===== src/rtl/irqp_pkg.sv =====
`timescale 1ns/1ps
package irqp_pkg;

   localparam int LVL_W   = 7;
   localparam int WORD_W  = 32;
   localparam int FIELD_W = 3;
   localparam int VEC_W   = 7;

   // bit offset of position p inside an ordering word (gap at 19:16)
   function automatic int field_lsb(input int p);
      return (p < 4) ? (29 - 3 * p) : (13 - 3 * (p - 4));
   endfunction

   // contiguous run per set
   function automatic logic [LVL_W-1:0] grouped_level(input int s, input int p);
      int v;
      v = (s == 0) ? (2 + p) : (88 + 8 * (s - 1) + p);
      return LVL_W'(v);
   endfunction

   // interleaved across sets, blocks of ten levels
   function automatic logic [LVL_W-1:0] spread_level(input int s, input int p);
      int v;
      v = (s == 0) ? (1 + 10 * p) : (11 + 10 * p + s);
      return LVL_W'(v);
   endfunction

   function automatic logic [VEC_W-1:0] vector_of(input int g);
      return VEC_W'((37 * g + 5) % 128);
   endfunction

   function automatic logic [WORD_W-1:0] identity_word(input int n_pos);
      logic [WORD_W-1:0] w;
      w = '0;
      for (int p = 0; p < n_pos; p++) w[field_lsb(p) +: FIELD_W] = FIELD_W'(p);
      return w;
   endfunction

   function automatic logic [WORD_W-1:0] stored_bits(input int n_pos);
      logic [WORD_W-1:0] w;
      w = '0;
      for (int p = 0; p < n_pos; p++) w[field_lsb(p) +: FIELD_W] = '1;
      return w;
   endfunction

endpackage


===== src/rtl/irqp_set_map.sv =====
`timescale 1ns/1ps
module irqp_set_map
   import irqp_pkg::*;
#(
   parameter int SET_IDX  = 0,
   parameter int SET_SIZE = 8
) (
   input  logic [WORD_W-1:0]                 prio_word,
   input  logic                              spread_sel,
   output logic [SET_SIZE-1:0]               src_placed,
   output logic [SET_SIZE-1:0][LVL_W-1:0]    src_level,
   output logic                              dup_err
);

   logic [SET_SIZE-1:0][FIELD_W-1:0] pos_src;
   logic [SET_SIZE-1:0][LVL_W-1:0]   lvl_grp;
   logic [SET_SIZE-1:0][LVL_W-1:0]   lvl_spr;

   for (genvar p = 0; p < SET_SIZE; p++) begin : g_pos
      assign pos_src[p] = prio_word[field_lsb(p) +: FIELD_W];
      assign lvl_grp[p] = grouped_level(SET_IDX, p);
      assign lvl_spr[p] = spread_level(SET_IDX, p);
   end

   // descending scan so the lowest naming position is the one kept
   always_comb begin
      for (int i = 0; i < SET_SIZE; i++) begin
         src_placed[i] = 1'b0;
         src_level[i]  = '0;
         for (int p = SET_SIZE - 1; p >= 0; p--) begin
            if (pos_src[p] == FIELD_W'(i)) begin
               src_placed[i] = 1'b1;
               src_level[i]  = spread_sel ? lvl_spr[p] : lvl_grp[p];
            end
         end
      end
   end

   // eight fields over eight sources: a duplicate leaves some source unnamed
   assign dup_err = ~&src_placed;

endmodule


===== src/rtl/irqp_min_select.sv =====
`timescale 1ns/1ps
module irqp_min_select
   import irqp_pkg::*;
#(
   parameter  int N     = 48,
   localparam int IDX_W = $clog2(N)
) (
   input  logic                      clk,
   input  logic                      rst_n,
   input  logic [N-1:0]              active,
   input  logic [N-1:0][LVL_W-1:0]   level,
   output logic                      win_valid,
   output logic [IDX_W-1:0]          win_idx
);

   logic [LVL_W-1:0] best_lvl;

   always_comb begin
      win_valid = 1'b0;
      win_idx   = '0;
      best_lvl  = '1;
      for (int i = 0; i < N; i++) begin
         if (active[i] && (!win_valid || level[i] < best_lvl)) begin
            win_valid = 1'b1;
            win_idx   = IDX_W'(i);
            best_lvl  = level[i];
         end
      end
   end

   // the chosen index is an eligible source
   p_win_active_r7: assert property (@(posedge clk) disable iff (!rst_n)
      win_valid |-> active[win_idx]);

   // nothing eligible means no winner
   p_none_idle_r7: assert property (@(posedge clk) disable iff (!rst_n)
      (active == '0) |-> !win_valid);

endmodule


===== src/rtl/irq_set_prioritizer.sv =====
`timescale 1ns/1ps
module irq_set_prioritizer
   import irqp_pkg::*;
#(
   parameter  int NUM_SETS = 6,
   parameter  int SET_SIZE = 8,
   parameter  int ADDR_W   = 3,
   localparam int N_SRC    = NUM_SETS * SET_SIZE,
   localparam int IDX_W    = $clog2(N_SRC)
) (
   input  logic                 clk,
   input  logic                 rst_n,
   input  logic [N_SRC-1:0]     irq_req,
   input  logic [N_SRC-1:0]     irq_mask,
   input  logic                 cfg_we,
   input  logic [ADDR_W-1:0]    cfg_addr,
   input  logic [WORD_W-1:0]    cfg_wdata,
   output logic [WORD_W-1:0]    cfg_rdata,
   output logic                 cfg_err,
   output logic                 vec_valid,
   output logic [VEC_W-1:0]     vec_out
);

   localparam logic [ADDR_W-1:0] MODE_ADDR = ADDR_W'(6);
   localparam logic [WORD_W-1:0] RST_WORD  = identity_word(SET_SIZE);
   localparam logic [WORD_W-1:0] KEEP_MASK = stored_bits(SET_SIZE);

   if (SET_SIZE != 8) begin : g_bad_size
      $error("irq_set_prioritizer: ordering word layout needs SET_SIZE of 8");
   end
   if (NUM_SETS < 1 || NUM_SETS > 6) begin : g_bad_sets
      $error("irq_set_prioritizer: level table covers one to six sets");
   end
   if ((1 << ADDR_W) <= 6) begin : g_bad_addr
      $error("irq_set_prioritizer: address too narrow for placement register");
   end

   logic [NUM_SETS-1:0][WORD_W-1:0]          prio_q;
   logic [NUM_SETS-1:0]                      mode_q;
   logic [N_SRC-1:0]                         placed;
   logic [N_SRC-1:0][LVL_W-1:0]              level;
   logic [NUM_SETS-1:0]                      set_dup;
   logic [N_SRC-1:0]                         active;
   logic                                     win_valid;
   logic [IDX_W-1:0]                         win_idx;

   // configuration storage
   always_ff @(posedge clk or negedge rst_n) begin
      if (!rst_n) begin
         for (int s = 0; s < NUM_SETS; s++) prio_q[s] <= RST_WORD;
         mode_q <= '0;
      end else if (cfg_we) begin
         for (int s = 0; s < NUM_SETS; s++) begin
            if (cfg_addr == ADDR_W'(s)) prio_q[s] <= cfg_wdata & KEEP_MASK;
         end
         if (cfg_addr == MODE_ADDR) mode_q <= cfg_wdata[NUM_SETS-1:0];
      end
   end

   always_comb begin
      cfg_rdata = '0;
      for (int s = 0; s < NUM_SETS; s++) begin
         if (cfg_addr == ADDR_W'(s)) cfg_rdata = prio_q[s];
      end
      if (cfg_addr == MODE_ADDR) cfg_rdata = WORD_W'(mode_q);
   end

   // per-set level decode
   for (genvar s = 0; s < NUM_SETS; s++) begin : g_set
      irqp_set_map #(
         .SET_IDX  (s),
         .SET_SIZE (SET_SIZE)
      ) u_map (
         .prio_word  (prio_q[s]),
         .spread_sel (mode_q[s]),
         .src_placed (placed[s*SET_SIZE +: SET_SIZE]),
         .src_level  (level[s*SET_SIZE +: SET_SIZE]),
         .dup_err    (set_dup[s])
      );
   end

   assign active  = irq_req & ~irq_mask & placed;
   assign cfg_err = |set_dup;

   irqp_min_select #(
      .N (N_SRC)
   ) u_sel (
      .clk       (clk),
      .rst_n     (rst_n),
      .active    (active),
      .level     (level),
      .win_valid (win_valid),
      .win_idx   (win_idx)
   );

   always_ff @(posedge clk or negedge rst_n) begin
      if (!rst_n) begin
         vec_valid <= 1'b0;
         vec_out   <= '0;
      end else begin
         vec_valid <= win_valid;
         vec_out   <= win_valid ? vector_of(int'(win_idx)) : '0;
      end
   end

   // no eligible request at an edge leaves valid low after it
   p_idle_r11: assert property (@(posedge clk) disable iff (!rst_n)
      !(|(irq_req & ~irq_mask)) |=> !vec_valid);

   // a new valid needs an unmasked request one edge before
   p_rise_needs_req_r9: assert property (@(posedge clk) disable iff (!rst_n)
      $rose(vec_valid) |-> $past(|(irq_req & ~irq_mask)));

   // unstored bit ranges of an ordering word read zero
   p_reserved_zero_r2: assert property (@(posedge clk) disable iff (!rst_n)
      (cfg_addr < ADDR_W'(NUM_SETS)) |-> (cfg_rdata[19:16] == 4'd0 && cfg_rdata[3:0] == 4'd0));

   // placement bits move only on a write to their address
   p_mode_hold_r6: assert property (@(posedge clk) disable iff (!rst_n)
      (!cfg_we || cfg_addr != MODE_ADDR) |=> $stable(mode_q));

endmodule


===== config.mk =====
export PLATFORM = sky130hd
export DESIGN_NAME = irq_set_prioritizer
export DESIGN_NICKNAME = d
export VERILOG_FILES = /design/src/rtl/irqp_pkg.sv /design/src/rtl/irqp_set_map.sv /design/src/rtl/irqp_min_select.sv /design/src/rtl/irq_set_prioritizer.sv
export SDC_FILE = /design/constraint.sdc
export NUM_CORES = 2
export LEC_CHECK = 0
export ABC_AREA = 1
export BUFFER_PORTS_ARGS = -buffer_cell sky130_fd_sc_hd__buf_2
export CORE_AREA = 10 10 266 268
export CTS_BUF_LIST = sky130_fd_sc_hd__clkbuf_4
export CTS_CLUSTER_DIAMETER = 100
export DETAILED_ROUTE_END_ITERATION = 12
export DIE_AREA = 0 0 276 278
export PLACE_DENSITY_LB_ADDON = 0.1
export SLEW_MARGIN = 5
export SYNTH_ARGS = -nofsm -noshare
export SYNTH_HDL_FRONTEND = slang
export SYNTH_HIERARCHICAL = 1
export SYNTH_SLANG_ARGS = --single-unit

===== constraint.sdc =====
create_clock -name clk -period 59.9 [get_ports clk]
set_clock_uncertainty 0.1 [all_clocks]
set_input_delay 17.97 -clock clk [delete_from_list [all_inputs] [get_ports clk]]
set_output_delay 17.97 -clock clk [all_outputs]
set_load 0.02 [all_outputs]

==> results_dict.tcl <==
set metrics [dict create \
    grtUsageTotal_pct 34.74 \
    drive_gt1_share_pct 21.26 \
    place_ws_ns -7.661 \
    grt-ovfl-total 0 \
    dieHeight_um 278 \
    rsz0062_at_grt "true" \
    die_w_um 276 \
    tightest_slew_ns 1.100 \
    min_to "prio_q[133]" \
    hp-class "flop to flop" \
    fin_ws_ns -7.244 \
    clock_latency_ns 0.67 \
    seq_area_sq_um 4044 \
    synth_flop_cell "dfrtp_1" \
    status "complete, but fails checks" \
    numPortBuffers 166 \
    nets 8062 \
    gp_congestion 1.066 \
    finalNonFillerCells 8695 \
    numCtsBuffers 17 \
    cts_tree "done" \
    cp-start-kind "input port" \
    ys_types 59 \
    crit_path_max_fanout 10 \
    placed_cells 8580 \
    drtAntennaViolNets 0 \
    reg2reg_depth 424 \
    syn_inst 7283 \
    maxCapViolations 0 \
    root_buffer "clkbuf_4" \
    finalMaxSlewViolations 0 \
    holdPathStages 2 \
    cts_max_level 4 \
    vias 49980 \
    crit_required_ns 60.37 \
    ys_warn_count 6 \
    grt_max_degree 81 \
    remaining_drc_errors 0 \
    n_fill_cell 5994 \
    clockBufferDepth 2 \
    period_needed_ns 67.14 \
    crit_arrival_ns 67.61 \
    clock-sinks 158 \
    min_from "prio_q[133]" \
    hold-worst-slack_ns 0.4461 \
    synth_edf_count 0 \
    start_util_pct 58.54 \
    critPathKind "input port to flop" \
    max_stage_delay_ns 0.34 \
    crit_top_cell "nand2_4" \
    finalHoldViolCount 0 \
    crit_slowest_cell "ha_1" \
    wirelength_um 148200 \
    fmax_ghz 0.01489 \
    finalCritPeriodShare_pct 112.1 \
    seq_area_frac_synth_pct 10.56 \
    relSlewSlack_pct 26.02 \
    io_pins 175 \
    std_cell_rows 94 \
    reg2reg_to "vec_out[6]" \
    avgSynthCellArea_sq_um 5.256 \
    die_area_sq_um 76730 \
    clk_pin_slew_ns 0.16 \
    grt_pass1_vias 43320 \
    reg2reg_slack_ns 8.36 \
    multi_input_area_sq_um 31090 \
    ys_async_sr_fraction_pct 100.0 \
    dpl.hpwl_um 113900 \
    core_sq_um 65390 \
    r2r_start "prio_q[15]" \
    syn-cell-area_sq_um 38280 \
    ys_seq_elements 158 \
    post_drt_wl_per_cell_um 17.05 \
    area_delta_synth_final_pct 19.94 \
    antenna_found_initial 2 \
    setup_viol 7 \
    dr.pass1.iters 7 \
    first_iter_violations 5944 \
    crit_path_end_kind "flop" \
    grt_first_pass_wirelength_um 222600 \
    violations "setup timing" \
    cp-startpoint "irq_req[0]" \
    via_per_inst 5.748 \
]
==> sequential cells by signal, summed over array words and instances (netlist names) <==
name and flops:
mode_q 6, vec_out 7, vec_valid 1, prio_q 144
==> cells in the final DEF (no fill, tap or decap), drive strengths merged, types with 13 or more instances in the layout <==
cell type  instances
a21boi            13
a21oi            246
a31oi             18
buf              735
clkbuf            18
dfrtp             86
dfstp             72
ha               114
inv             1103
nand2           2586
nand3           1283
nand3b            46
nand4            171
nor2             639
nor3              57
o21ai            468
o21bai            48
o22ai             21
==> worst max-delay path by stage <==
stage                 end  slack, ns
2_1_floorplan  vec_out[6]      -9.65
3_3_place_gp   vec_out[6]      -6.73
3_5_place_dp   vec_out[6]      -7.66
4_1_cts        vec_out[6]      -5.74
5_1_grt        vec_out[6]     -10.44
6_report       vec_out[6]      -7.24
==> per-stage QoR <==
stage,TNS (ns),cell area [sq um],util [%]
2_1_floorplan,-63.28,38830,-
3_3_place_gp,-44.20,42680,65.27
3_5_place_dp,-50.62,42680,65.27
4_1_cts,-36.90,44090,67.42
5_1_grt,-69.70,45910,70.20
6_report,-47.68,45910,70.21
==> cells by family (layout without fill, tap and decap cells) <==
group,after synthesis,count (layout),share of synthesized area [%]
and+or+nand+nor,4800,4802,57.67
AOI/OAI and AO/OA,880,880,12.62
adders and majority gates,114,114,3.726
DFF,158,158,10.56
buffers and inverters,1328,1867,15.36
other,1,8,0.009796
xor gates and xnor gates,2,2,0.04577
==> cells in the mapped netlist, types with 14 or more instances <==
| cell | count | share of area (%) |
|---|---|---|
| a21oi_1 | 243 | 3.2 |
| a31oi_1 | 18 | 0.29 |
| buf_12 | 14 | 0.73 |
| buf_2 | 90 | 1.2 |
| buf_4 | 20 | 0.39 |
| buf_6 | 29 | 0.85 |
| buf_8 | 23 | 0.90 |
| clkbuf_1 | 45 | 0.44 |
| dfrtp_1 | 86 | 5.6 |
| dfstp_2 | 72 | 4.9 |
| ha_1 | 114 | 3.7 |
| inv_1 | 1067 | 10 |
| inv_2 | 29 | 0.28 |
| nand2_1 | 2286 | 22 |
| nand2_2 | 217 | 3.5 |
| nand2_4 | 54 | 1.6 |
| nand2_8 | 27 | 1.4 |
| nand3_1 | 1262 | 16 |
| nand3_2 | 17 | 0.44 |
| nand3b_1 | 46 | 0.90 |
| nand4_1 | 170 | 2.8 |
| nor2_1 | 598 | 5.9 |
| nor2_2 | 37 | 0.60 |
| nor3_1 | 42 | 0.55 |
| nor3_2 | 15 | 0.39 |
| o21ai_0 | 406 | 5.3 |
| o21ai_1 | 56 | 0.73 |
| o21bai_1 | 48 | 0.94 |
| o22ai_1 | 21 | 0.34 |
==> area by class of cell <==
cell class | instances | share of cell area, %
clock inverter | 14 | 0.3924
antenna | 4 | 0.02180
inverter | 1100 | 9.004
clock buffer | 18 | 0.2943
multi-input combinational | 5802 | 67.72
tap | 864 | 2.354
timing repair buffer | 735 | 11.41
sequential | 158 | 8.808
==> critical path, delay by kind of cell <==
family                     cells  cell delay (ns)
and+or+nand+nor              272            22.91
adders and majority gates     48            13.18
AOI/OAI and AO/OA             94            11.99
buffers and inverters         13             1.37
==> repair_timing <==
action,in CTS,in global routing
buffers inserted,38,46
pin swaps,87,257
resized for setup,162,282
endpoints found under the setup margin,7,7
cloned,2,0
hold buffers,0,0
==> layer usage <==
metal / part of all wire, % / GRT usage (%)
met3: 10 / 5.500
met4: 4.3 / 14.06
met5: 0.011 / 0
met1: 41 / 46.96
met2: 44 / 54.40
Power is not shown: default switching activity piles up to over one toggle a cycle in this logic, so the estimate is an artifact.
